`src/rtl/nan_select.sv`:
```
module nan_select #(
  parameter int EXP_W = 15,
  parameter int SIG_W = 64
) (
  input  logic             clk,
  input  logic             rst_n,
  input  logic             in_valid,
  input  logic             a_nan,
  input  logic             a_sign,
  input  logic [EXP_W-1:0] a_exp,
  input  logic [SIG_W-1:0] a_sig,
  input  logic             b_nan,
  input  logic             b_sign,
  input  logic [EXP_W-1:0] b_exp,
  input  logic [SIG_W-1:0] b_sig,
  input  logic             inv_mask,
  output logic             out_valid,
  output logic             res_we,
  output logic             res_sign,
  output logic [EXP_W-1:0] res_exp,
  output logic [SIG_W-1:0] res_sig,
  output logic             inv_flag,
  output logic             unmasked_exc,
  output logic             int_err
);
  localparam int QB = SIG_W - 2;
  localparam int IB = SIG_W - 1;
  localparam logic [SIG_W-1:0] DFLT_SIG = {2'b11, {(SIG_W-2){1'b0}}};
  localparam logic [EXP_W-1:0] DFLT_EXP = '1;

  logic             both, neither, pick_b, sig_case, pseudo;
  logic             c_sign;
  logic [EXP_W-1:0] c_exp;
  logic [SIG_W-1:0] c_sig;
  logic             n_sign;
  logic [EXP_W-1:0] n_exp;
  logic [SIG_W-1:0] n_sig;
  logic             n_we;

  assign both    = a_nan & b_nan;
  assign neither = ~a_nan & ~b_nan;
  assign pick_b  = both ? (b_sig > a_sig) : (~a_nan & b_nan);

  assign c_sign = pick_b ? b_sign : a_sign;
  assign c_exp  = pick_b ? b_exp  : a_exp;
  assign c_sig  = pick_b ? b_sig  : a_sig;

  assign sig_case = neither ? 1'b0 :
                    both    ? ~(a_sig[QB] & b_sig[QB]) : ~c_sig[QB];
  assign pseudo   = neither | ~c_sig[IB];

  always_comb begin
    n_sign = pseudo ? 1'b1     : c_sign;
    n_exp  = pseudo ? DFLT_EXP : c_exp;
    n_sig  = pseudo ? DFLT_SIG : c_sig;
    if (sig_case) n_sig[QB] = 1'b1;
  end

  assign n_we = ~sig_case | inv_mask;

  always_ff @(posedge clk) begin
    if (!rst_n) begin
      out_valid    <= 1'b0;
      res_we       <= 1'b0;
      inv_flag     <= 1'b0;
      unmasked_exc <= 1'b0;
      int_err      <= 1'b0;
      res_sign     <= 1'b0;
      res_exp      <= '0;
      res_sig      <= '0;
    end else begin
      out_valid    <= in_valid;
      res_we       <= in_valid & n_we;
      inv_flag     <= in_valid & sig_case;
      unmasked_exc <= in_valid & sig_case & ~inv_mask;
      int_err      <= in_valid & neither;
      if (in_valid && n_we) begin
        res_sign <= n_sign;
        res_exp  <= n_exp;
        res_sig  <= n_sig;
      end
    end
  end
endmodule


```
`config.mk`:
```
export PLATFORM = sky130hd
export DESIGN_NAME = nan_select
export DESIGN_NICKNAME = d
export VERILOG_FILES = /design/src/rtl/nan_select.sv
export SDC_FILE = /design/constraint.sdc
export NUM_CORES = 1
export LEC_CHECK = 0
export BUFFER_PORTS_ARGS = -buffer_cell sky130_fd_sc_hd__buf_2
export CORE_MARGIN = 2
export CORE_UTILIZATION = 47
export CTS_CLUSTER_DIAMETER = 30
export DETAILED_ROUTE_END_ITERATION = 16
export PLACE_DENSITY = 0.81
export SYNTH_ARGS = -nofsm -noshare
export SYNTH_HDL_FRONTEND = slang
export SYNTH_SLANG_ARGS = --single-unit
```
`constraint.sdc`:
```
create_clock -name clk -period 3 [get_ports clk]
set_clock_uncertainty 0.15 [all_clocks]
set_input_delay 0.3 -clock clk [delete_from_list [all_inputs] [get_ports clk]]
set_output_delay 0.3 -clock clk [all_outputs]
set_load 0.01 [all_outputs]
```
==> After elaboration in Yosys (flattened, before gate mapping) <==
Cells that the tools add are included.
{ "totals": {"register_bits": 85, "input_bits": 166, "out_inout_bits": 85, "word_cells": 37} }
{ "classes": {"n_lt_le_gt_ge": 1, "muxes": 10, "bitwise_logic": 17, "reduce_logical": 1} }
{ "ops": {"columns": ["cell", "n"], "rows": [
  ["$mux W64", 2],
  ["$gt A64 B64 Y1", 1],
  ["$mux W15", 2],
  ["$and A1 B1 Y1", 8],
  ["$not A1 Y1", 7],
  ["$mux W1", 6],
  ["$or A1 B1 Y1", 2],
  ["$logic_and A1 B1 Y1", 1]
]} }

==> Depth between registers and ports, before layout <==
Gate-level depths: netlist of the first run.
{ "logic_depth": {"word_depth": 10, "ltp_mapped": 13, "depth_no_buf": 10} }

==> Least setup slack after synthesis of the first run <==
OpenSTA, ideal clock, no wires.
{ "synth_timing": {"path_kind": "input to register", "from": "input a_sig[61]", "to": "register res_exp[10]", "setup_ns": 0.122, "t_arrival_ns": 2.373, "required_ns": 2.728, "slack_ns": 0.356, "cell_stages": 11, "n_path_buf": 1, "cell_sequence": "inv_1 > ha_1 > nand4_2 > nor3_1 > a2111oi_0 > o211ai_1 > nor4_2 > o21a_1 > o21a_1 > buf_2 > a21oi_1"} }
{ "synth_via": {"elab_chain_len": 9, "word_cells_on_any_way": 13, "cone_classes": "1 x order compare; 6 x mux; 5 x bitwise; 1 x reduce/logical"} }
{ "synth_lines": {"columns": ["element", "line", "rtl"], "rows": [
  ["from (decl)", "11", "input logic [SIG_W-1:0] a_sig,"],
  ["$gt A64 B64 Y1 (*)", "42", "assign pick_b = both ? (b_sig > a_sig) : (~a_nan & b_nan);"],
  ["$mux W1 (*)", "42", null],
  ["$mux W64", "46", "assign c_sig = pick_b ? b_sig : a_sig;"],
  ["$not A1 Y1", "49", "both ? ~(a_sig[QB] & b_sig[QB]) : ~c_sig[QB];"],
  ["$mux W1", "49", null],
  ["$mux W1", "48", "assign sig_case = neither ? 1'b0 :"],
  ["$not A1 Y1", "59", "assign n_we = ~sig_case | inv_mask;"],
  ["$or A1 B1 Y1", "59", null],
  ["$logic_and A1 B1 Y1", "77", "if (in_valid && n_we) begin"],
  ["to (signal assigned)", "79", "res_exp <= n_exp;"],
  ["to (decl)", "20", "output logic [EXP_W-1:0] res_exp,"]
]} }
Mark *: on every way between the ends. The rest lies on a longest branch, timed or not.
A chain may end at the register's enable or synchronous reset.

==> Final worst setup path of the first run <==
{ "layout_timing": {"from": "input a_sig[30]", "to": "register res_sig[42]"} }
{ "layout_via": {"elab_chain_len": 9, "word_cells_on_any_way": 12, "cone_classes": "1 x order compare; 5 x mux; 5 x bitwise; 1 x reduce/logical"} }
{ "layout_lines": {"columns": ["element", "line", "rtl"], "rows": [
  ["$gt A64 B64 Y1 (*)", "42", null],
  ["$mux W1 (*)", "42", null],
  ["$mux W64 (*)", "46", null],
  ["$not A1 Y1", "49", null],
  ["$mux W1", "49", null],
  ["$mux W1", "48", null],
  ["$not A1 Y1", "59", null],
  ["$or A1 B1 Y1", "59", null],
  ["$logic_and A1 B1 Y1", "77", null],
  ["to (signal assigned)", "80", "res_sig <= n_sig;"],
  ["to (decl)", "21", "output logic [SIG_W-1:0] res_sig,"]
]} }
Marked as above.

==> results of run 1 <==
-- registers in the layout (all words and copies together) (netlist names) --
| register | flops |
|---|---|
| int_err | 1 |
| inv_flag | 1 |
| out_valid | 1 |
| res_exp | 15 |
| res_sig | 64 |
| res_sign | 1 |
| res_we | 1 |
| unmasked_exc | 1 |
-- layout make-up --
class	count	area share, %
timing repair buffer	278	22.5
multi-input combinational	429	44.3
tap	140	2.52
inverter	67	3.61
clock buffer	9	1.78
sequential	85	24.5
clock inverter	7	0.827
-- routing by layer --
metal	up-vias	share of wire (%)	wire (um)
met5	-	0.092	13
met4	2	1.8	251
met3	28	7.4	1040
met2	151	50	7070
met1	2334	41	5720
li1	2643	-	-
-- logic make-up after synthesis --
group / Yosys count / share of synthesized area (%)
DFF: 85 / 32.8
buffers and inverters: 94 / 8.06
AOI/OAI and AO/OA: 153 / 16.0
muxes: 79 / 15.2
and+or+nand+nor: 132 / 12.2
adders and majority gates: 65 / 15.7
-- path summary, 6_finish.rpt --
| path | to | depth (start not counted) | start |
|---|---|---|---|
| worst max-delay path | res_sig[42] | 13 | a_sig[30] |
| worst min-delay path | int_err | 2 | b_nan |
| worst max register to register | res_sig[62] | 2 | res_sig[62] |
| worst min register to register | res_sig[5] | 2 | res_sig[5] |
-- synthesized netlist by cell type (all sizes together), types with 2 or more instances --
| cell | count |
|---|---|
| mux2i | 79 |
| inv | 67 |
| nand4 | 13 |
| ha | 65 |
| buf | 10 |
| a221oi | 2 |
| a211oi | 3 |
| clkbuf | 17 |
| o21a | 6 |
| a21oi | 42 |
| nand2 | 85 |
| nor3b | 2 |
| nand3 | 5 |
| nor4 | 4 |
| dfxtp | 85 |
| nor3 | 6 |
| a31oi | 2 |
| nor2b | 3 |
| and4 | 3 |
| nor2 | 9 |
| o21ai | 89 |
-- metrics by stage --
stage	util, %	power [uW]
final	64.5	2700
after global routing	64.5	2870
after CTS	64.5	2730
after detailed placement	62.6	1960
after global placement	62.6	1940
after floorplan	-	1650
-- report_power, final --
group / total (uW) / switching, uW / internal [uW] / leakage, uW
Combinational: 712 / 369 / 343 / 0.00293
Sequential: 1220 / 27.6 / 1190 / 0.000695
Clock: 771 / 461 / 311 / 0.0000829
Total: 2700 / 857 / 1840 / 0.00371
-- critical path: stages --
cell     delay, ns
buf_2         0.09
inv_1         0.04
ha_1          0.30
nand4_1       0.14
nor4_1        0.59
nand4_2       0.18
buf_4         0.17
o31a_1        0.28
nor2b_4       0.15
buf_12        0.17
buf_4         0.17
mux2i_1       0.17
o21ai_0       0.08
-- what timing repair did --
action,4_1_cts,5_1_grt
hold buffers,2,0
endpoints found under the setup margin,0,0
endpoints found under the hold margin,2,0
==> results.sh, run 1 <==
export IMPL_clock_latency_ns=0.36
export IMPL_hp_class="in -> reg"
export IMPL_post_route_min_period_ns=2.72
export IMPL_dpl_cell_count=997
export IMPL_clockBufferDepth=2
export IMPL_wl_per_cell_um=13.9
export IMPL_route_detailed_drc=0
export IMPL_cts_sinks=85
export IMPL_grt_busiest_layer="met2"
export IMPL_grt_max_degree=43
export IMPL_fp_dieW_um=109
export IMPL_synth_edff_count=0
export IMPL_regArea_um2=1700
export IMPL_grtUsageTotal_pct=23.0
export IMPL_ant_nets=0
export IMPL_drt_total_wl_mm=14.1
export IMPL_io_buffers=250
export IMPL_met3_usage_pct=6.87
export IMPL_crit_required_ns=3.11
export IMPL_place_area_um2=6760
export IMPL_layout_common_cells="buf_2, nand2_1, dfxtp_1"
export IMPL_viasPerCell=5.08
export IMPL_async_reset_ff_share_pct=0
export IMPL_drtIter0Drc=160
export IMPL_postSynthCellCount=608
export IMPL_worst_ep_arrival_time_ns=2.83
export IMPL_synth_seq_cells=85
export IMPL_synth_largest_area_cell="dfxtp_1"
export IMPL_period_share_pct=90.7
export IMPL_clk_pin_slew_worst_paths_ns=0.10
export IMPL_max_freq_mhz=367
export IMPL_num_rows=38
export IMPL_layout_cells_non_filler=1015
export IMPL_final_hold_viol_count=0
export IMPL_cap_violations=0
export IMPL_powerDensity_nw_per_um2=388
export IMPL_overflow=0
export IMPL_tightest_slew_ns=0.606
export IMPL_syn_nets=839
export IMPL_fillCellCount=951
export IMPL_worst_hold_slack_ns=0.0309
export IMPL_nets=1101
export IMPL_ios=251
export IMPL_clockRootBuffer="clkbuf_8"
export IMPL_die_height_um=109
export IMPL_antenna_found_initial=1
export IMPL_yosys_top_cells_area="dfxtp_1, ha_1, mux2i_1, o21ai_0, nand2_1"
export IMPL_worstSetupPathType="in -> reg"
export IMPL_synth_distinct_cells=42
export IMPL_cp_end_kind="flip-flop"
export IMPL_path_max_fanout=8
export IMPL_first_pass_iters=4
export IMPL_yosys_warnings=0
export IMPL_antenna_cells=0
export IMPL_grt_setup_unrepaired="false"
export IMPL_cts_resized=0
export IMPL_synthesis_area_um2=5190
export IMPL_multiInputGateArea_um2=3080
export IMPL_start_util_pct=48.1
export IMPL_layout_commonest_cell="buf_2"
export IMPL_place_gp_congestion=0.783
export IMPL_grtUsageMet1_pct=24.8
export IMPL_syn2layout_area_growth_pct=34.2
export IMPL_core_area_um2=10800
export IMPL_final_area_um2=6960
export IMPL_h_tree_depth=3
export IMPL_worstSetupStartpointType="input port"
export IMPL_maxSlewHeadroom_pct=59.2
export IMPL_hpwl_mm=11.4
export IMPL_yosysTopAreaCellShare_pct=32.8
export IMPL_ys_seq_area_share_pct=32.8
export IMPL_cts_buffers=9
export IMPL_vias=5158
export IMPL_max_vdd_ir_drop_mv=0.248
export IMPL_leakagePower_uw=0.00371
export IMPL_dieArea_um2=11900
export IMPL_drv_slew=0
export IMPL_grt_pass1_vias=4777
export IMPL_finalSetupTns_ns=0
export IMPL_met2_usage_pct=42.6
export IMPL_postCtsSetupBuffers=0
export IMPL_status="complete, no violations"
export IMPL_drive_gt1_share_pct=34.3
export IMPL_synth_main_ff_cell="dfxtp_1"
export IMPL_cts_tree="done"
export IMPL_setup_ws_ns=0.278
export IMPL_finalSetupViolations=0
export IMPL_synth_avg_cell_area_um2=8.53
export IMPL_grt_first_pass_wirelength_mm=21.6
export IMPL_rrSetupSlack_ns=2.13
export IMPL_pre_cts_slack_ns=-0.135
Power figures use the tool's default switching activity.
==> inputs of run 2 (changes only) <==
==> config.mk (replaced) <==
export PLATFORM = sky130hd
export DESIGN_NAME = nan_select
export DESIGN_NICKNAME = d
export VERILOG_FILES = /design/src/rtl/nan_select.sv
export SDC_FILE = /design/constraint.sdc
export NUM_CORES = 1
export LEC_CHECK = 0
export CORE_MARGIN = 2
export CORE_UTILIZATION = 50
export CTS_CLUSTER_DIAMETER = 30
export DETAILED_ROUTE_END_ITERATION = 16
export DONT_BUFFER_PORTS = 1
export SYNTH_ARGS = -nofsm -noshare
export SYNTH_HDL_FRONTEND = slang
export SYNTH_SLANG_ARGS = --single-unit
==> run 2 against run 1 <==
Compared with the run above: the flow now stops in 4_1_cts; area after synthesis unchanged; synthesized cell count is the same.
==> results.sh, run 2 <==
export IMPL_yosys_top_cells_area="dfxtp_1, ha_1, mux2i_1, o21ai_0, nand2_1"
export IMPL_ios=251
export IMPL_ys_seq_area_share_pct=32.8
export IMPL_synth_seq_cells=85
export IMPL_fp_dieW_um=106
export IMPL_synth_main_ff_cell="dfxtp_1"
export IMPL_synth_top_family_by_area="compound AO/OA/AOI/OAI gates"
export IMPL_postSynthCellCount=608
export IMPL_cts_sinks=85
export IMPL_synthTopCellsByCount="dfxtp_1, nand2_1, mux2i_1"
export IMPL_synth_avg_cell_area_um2=8.53
export IMPL_synth_edff_count=0
export IMPL_yosys_warnings=0
export IMPL_syn_nets=839
export IMPL_dpl_cell_count=732
export IMPL_hold_buffers=150
export IMPL_synth_fa_ha_area_share_pct=15.7
export IMPL_die_height_um=106
export IMPL_synth_compound_area_share_pct=16.0
export IMPL_h_tree_depth=3
export IMPL_cts_buffers=9
export IMPL_error_line="[ERROR RSZ-0060] Max buffer count reached."
export IMPL_synthXorXnorAreaFrac_pct=0
export IMPL_synthesis_area_um2=5190
export IMPL_hpwl_mm=10.4
export IMPL_num_rows=37
export IMPL_clockRootBuffer="clkbuf_8"
export IMPL_synth_distinct_cells=42
export IMPL_pre_cts_slack_ns=-0.0735
export IMPL_yosysTopAreaCellShare_pct=32.8
export IMPL_io_buffers=0
export IMPL_async_reset_ff_share_pct=0
export IMPL_failing_step="4_1_cts"
export IMPL_cts_resized=0
export IMPL_start_util_pct=50.9
export IMPL_synth_simple_area_share_pct=12.2
export IMPL_status="stopped before the end"
export IMPL_synth_largest_area_cell="dfxtp_1"
export IMPL_muxShareOfSynthArea_pct=15.2
export IMPL_postCtsSetupBuffers=0
export IMPL_clockBufferDepth=2
export IMPL_place_gp_congestion=0.822
## run 2: cells by family after synthesis
logic type               count (synthesis)
AO/OA/AOI/OAI                          153
adder cells (fa/ha/maj)                 65
buffers and inverters                   94
flip-flops                              85
multiplexers                            79
AND/OR/NAND/NOR                        132
## run 2: stage by stage
step                      hold WS, ns  instance area (um2)
after floorplan                 0.227                 5190
after global placement          0.230                 5380
after detailed placement        0.230                 5380
==> inputs of run 3 (changes only) <==
--- a/config.mk
+++ b/config.mk
@@ -6,10 +6,10 @@
 export NUM_CORES = 1
 export LEC_CHECK = 0
 export CORE_MARGIN = 2
-export CORE_UTILIZATION = 50
-export CTS_CLUSTER_DIAMETER = 30
+export CORE_UTILIZATION = 35
 export DETAILED_ROUTE_END_ITERATION = 16
 export DONT_BUFFER_PORTS = 1
+export PLACE_DENSITY_LB_ADDON = 0.15
 export SYNTH_ARGS = -nofsm -noshare
 export SYNTH_HDL_FRONTEND = slang
 export SYNTH_SLANG_ARGS = --single-unit
==> run 3 against run 2 <==
Compared with the run above: the run now ends clean.
==> results.sh, run 3 (synthesis results as in run 1) <==
export IMPL_grt_max_degree=52
export IMPL_layout_commonest_cell="dlygate4sd3_1"
export IMPL_dpl_cell_count=786
export IMPL_worst_ep_arrival_time_ns=2.80
export IMPL_first_pass_iters=6
export IMPL_period_share_pct=91.3
export IMPL_reg_top3="res_sig x64, res_exp x15"
export IMPL_drt_total_wl_mm=15.3
export IMPL_post_route_min_period_ns=2.74
export IMPL_grt_setup_unrepaired="false"
export IMPL_crit_chain="inv_1 -> ha_1 -> nor2b_1 -> o211a_1 -> o21ai_0 -> a31oi_1 -> buf_4 -> nor4_2 -> nor2_1 -> o21ai_4 -> buf_12 -> o21ai_0"
export IMPL_maxSlewHeadroom_pct=57.6
export IMPL_cp_end_kind="flip-flop"
export IMPL_antenna_cells=0
export IMPL_drtIter0Drc=99
export IMPL_pre_cts_slack_ns=-0.268
export IMPL_max_stage_delay_ns=0.50
export IMPL_antenna_found_initial=0
export IMPL_hold_depth=2
export IMPL_grtUsageTotal_pct=19.4
export IMPL_path_max_fanout=51
export IMPL_cp_slowest_cell="nor4_2"
export IMPL_nets=937
export IMPL_io_buffers=0
export IMPL_num_rows=44
export IMPL_overflow=0
export IMPL_start_util_pct=35.7
export IMPL_r2r_start="res_sig[62]"
export IMPL_cts_sinks=85
export IMPL_crit_family="compound AO/OA/AOI/OAI gates"
export IMPL_status="complete, no violations"
export IMPL_cp_num_buf_inv=3
export IMPL_dieArea_um2=15800
export IMPL_wl_met1_mm=6.06
export IMPL_setup_ws_ns=0.261
export IMPL_powerDensity_nw_per_um2=435
export IMPL_h_tree_depth=3
export IMPL_rrSetupSlack_ns=1.98
export IMPL_crit_required_ns=3.06
export IMPL_wl_per_cell_um=17.1
export IMPL_cts_buffers=9
export IMPL_wl_met3_mm=1.17
export IMPL_worstSetupPathType="in -> reg"
export IMPL_dr_wl_met2_mm=7.67
export IMPL_place_gp_congestion=0.858
export IMPL_largest_reg_flops=64
export IMPL_syn2layout_area_growth_pct=29.3
export IMPL_ant_nets=0
export IMPL_dr_max_layer_used="met4"
export IMPL_worstSetupStartpointType="input port"
export IMPL_clock_latency_ns=0.34
export IMPL_tightest_slew_ns=0.635
export IMPL_drv_slew=0
export IMPL_min_from="a_sig[22]"
export IMPL_route_detailed_drc=0
export IMPL_worstHoldEndpoint="res_sig[22]"
export IMPL_r2r_end="res_sig[62]"
export IMPL_path_common_cell="o21ai_0"
export IMPL_fp_dieW_um=126
export IMPL_max_freq_mhz=365
export IMPL_finalSetupViolations=0
export IMPL_cap_violations=0
export IMPL_hp_class="in -> reg"
export IMPL_core_area_um2=14500
export IMPL_grt_first_pass_wirelength_mm=24.7
export IMPL_die_height_um=126
export IMPL_clockBufferDepth=2
export IMPL_layout_common_cells="dlygate4sd3_1, nand2_1, dfxtp_1"
export IMPL_max_vdd_ir_drop_mv=0.241
export IMPL_grt_pass1_vias=4995
export IMPL_clk_pin_slew_worst_paths_ns=0.07
export IMPL_drive_gt1_share_pct=6.61
export IMPL_hpwl_mm=10.9
export IMPL_regMostFlops="res_sig"
export IMPL_layout_cells_non_filler=895
export IMPL_viasPerCell=5.20
export IMPL_reg2regPathDepth=2
export IMPL_cts_tree="done"
export IMPL_vias=4650
export IMPL_ios=251
export IMPL_leakagePower_uw=0.00300
export IMPL_clockRootBuffer="clkbuf_16"
export IMPL_final_hold_viol_count=0
==> run 3: repair_timing <==
action,4_1_cts,5_1_grt
resized for setup,0,2
endpoints found under the setup margin,0,17
buffers inserted,0,0
hold buffers,93,0
endpoints found under the hold margin,65,0
==> run 3: area by class of cell <==
cell class / instances / area, um2
Clock buffer: 9 / 225
Clock inverter: 7 / 57.6
Fill cell: 1408 / 7830
Inverter: 67 / 251
Multi-Input combinational cell: 429 / 3090
Sequential cell: 85 / 1700
Tap cell: 184 / 230
Timing Repair Buffer: 114 / 1150
==> run 3: report_power, final <==
part | switching (uW) | leakage [uW] | internal [uW]
registers | 74.9 | 0.000695 | 1190
clock network | 515 | 0.000129 | 571
logic | 274 | 0.00218 | 294
==> run 3: how the worst max path moves through the flow <==
stage                  endpoint  slack, ns      start  cells past startpoint
floorplan           res_exp[10]       0.36  a_sig[61]                     11
global placement     res_exp[5]      -0.18   a_sig[1]                     11
detailed placement   res_exp[3]      -0.27   a_sig[1]                     11
CTS                  res_exp[3]       0.11   a_sig[1]                     11
global route         res_sig[1]       0.04  a_sig[43]                     11
finish               res_sig[1]       0.26   a_sig[1]                     12
==> run 3: through the flow <==
| stage | hold slack [ns] | cell area (um2) | utilization, % | power [uW] | TNS, ns |
|---|---|---|---|---|---|
| 3_3_place_gp | 0.231 | 5490 | 37.7 | 1740 | -4.08 |
| 3_5_place_dp | 0.232 | 5490 | 37.7 | 1760 | -8.27 |
| 6_report | 0.00759 | 6710 | 46.2 | 2920 | 0 |
| 5_1_grt | 0.00483 | 6710 | 46.2 | 3100 | 0 |
| 4_1_cts | 0.000374 | 6700 | 46.1 | 2960 | 0 |
| 2_1_floorplan | 0.227 | 5190 | - | 1650 | 0 |
==> run 3: metal layers <==
metal / track usage, % / up-vias
met5: 0 / -
met4: 8.34 / 0
met3: 5.65 / 28
met2: 34.8 / 166
met1: 21.3 / 2127
li1: - / 2329
==> run 3: worst reg2reg max path: stages, from the launching register on <==
cell and delay (ns):
dfxtp_1 0.43, o21ai_0 0.12, a211oi_1 0.23
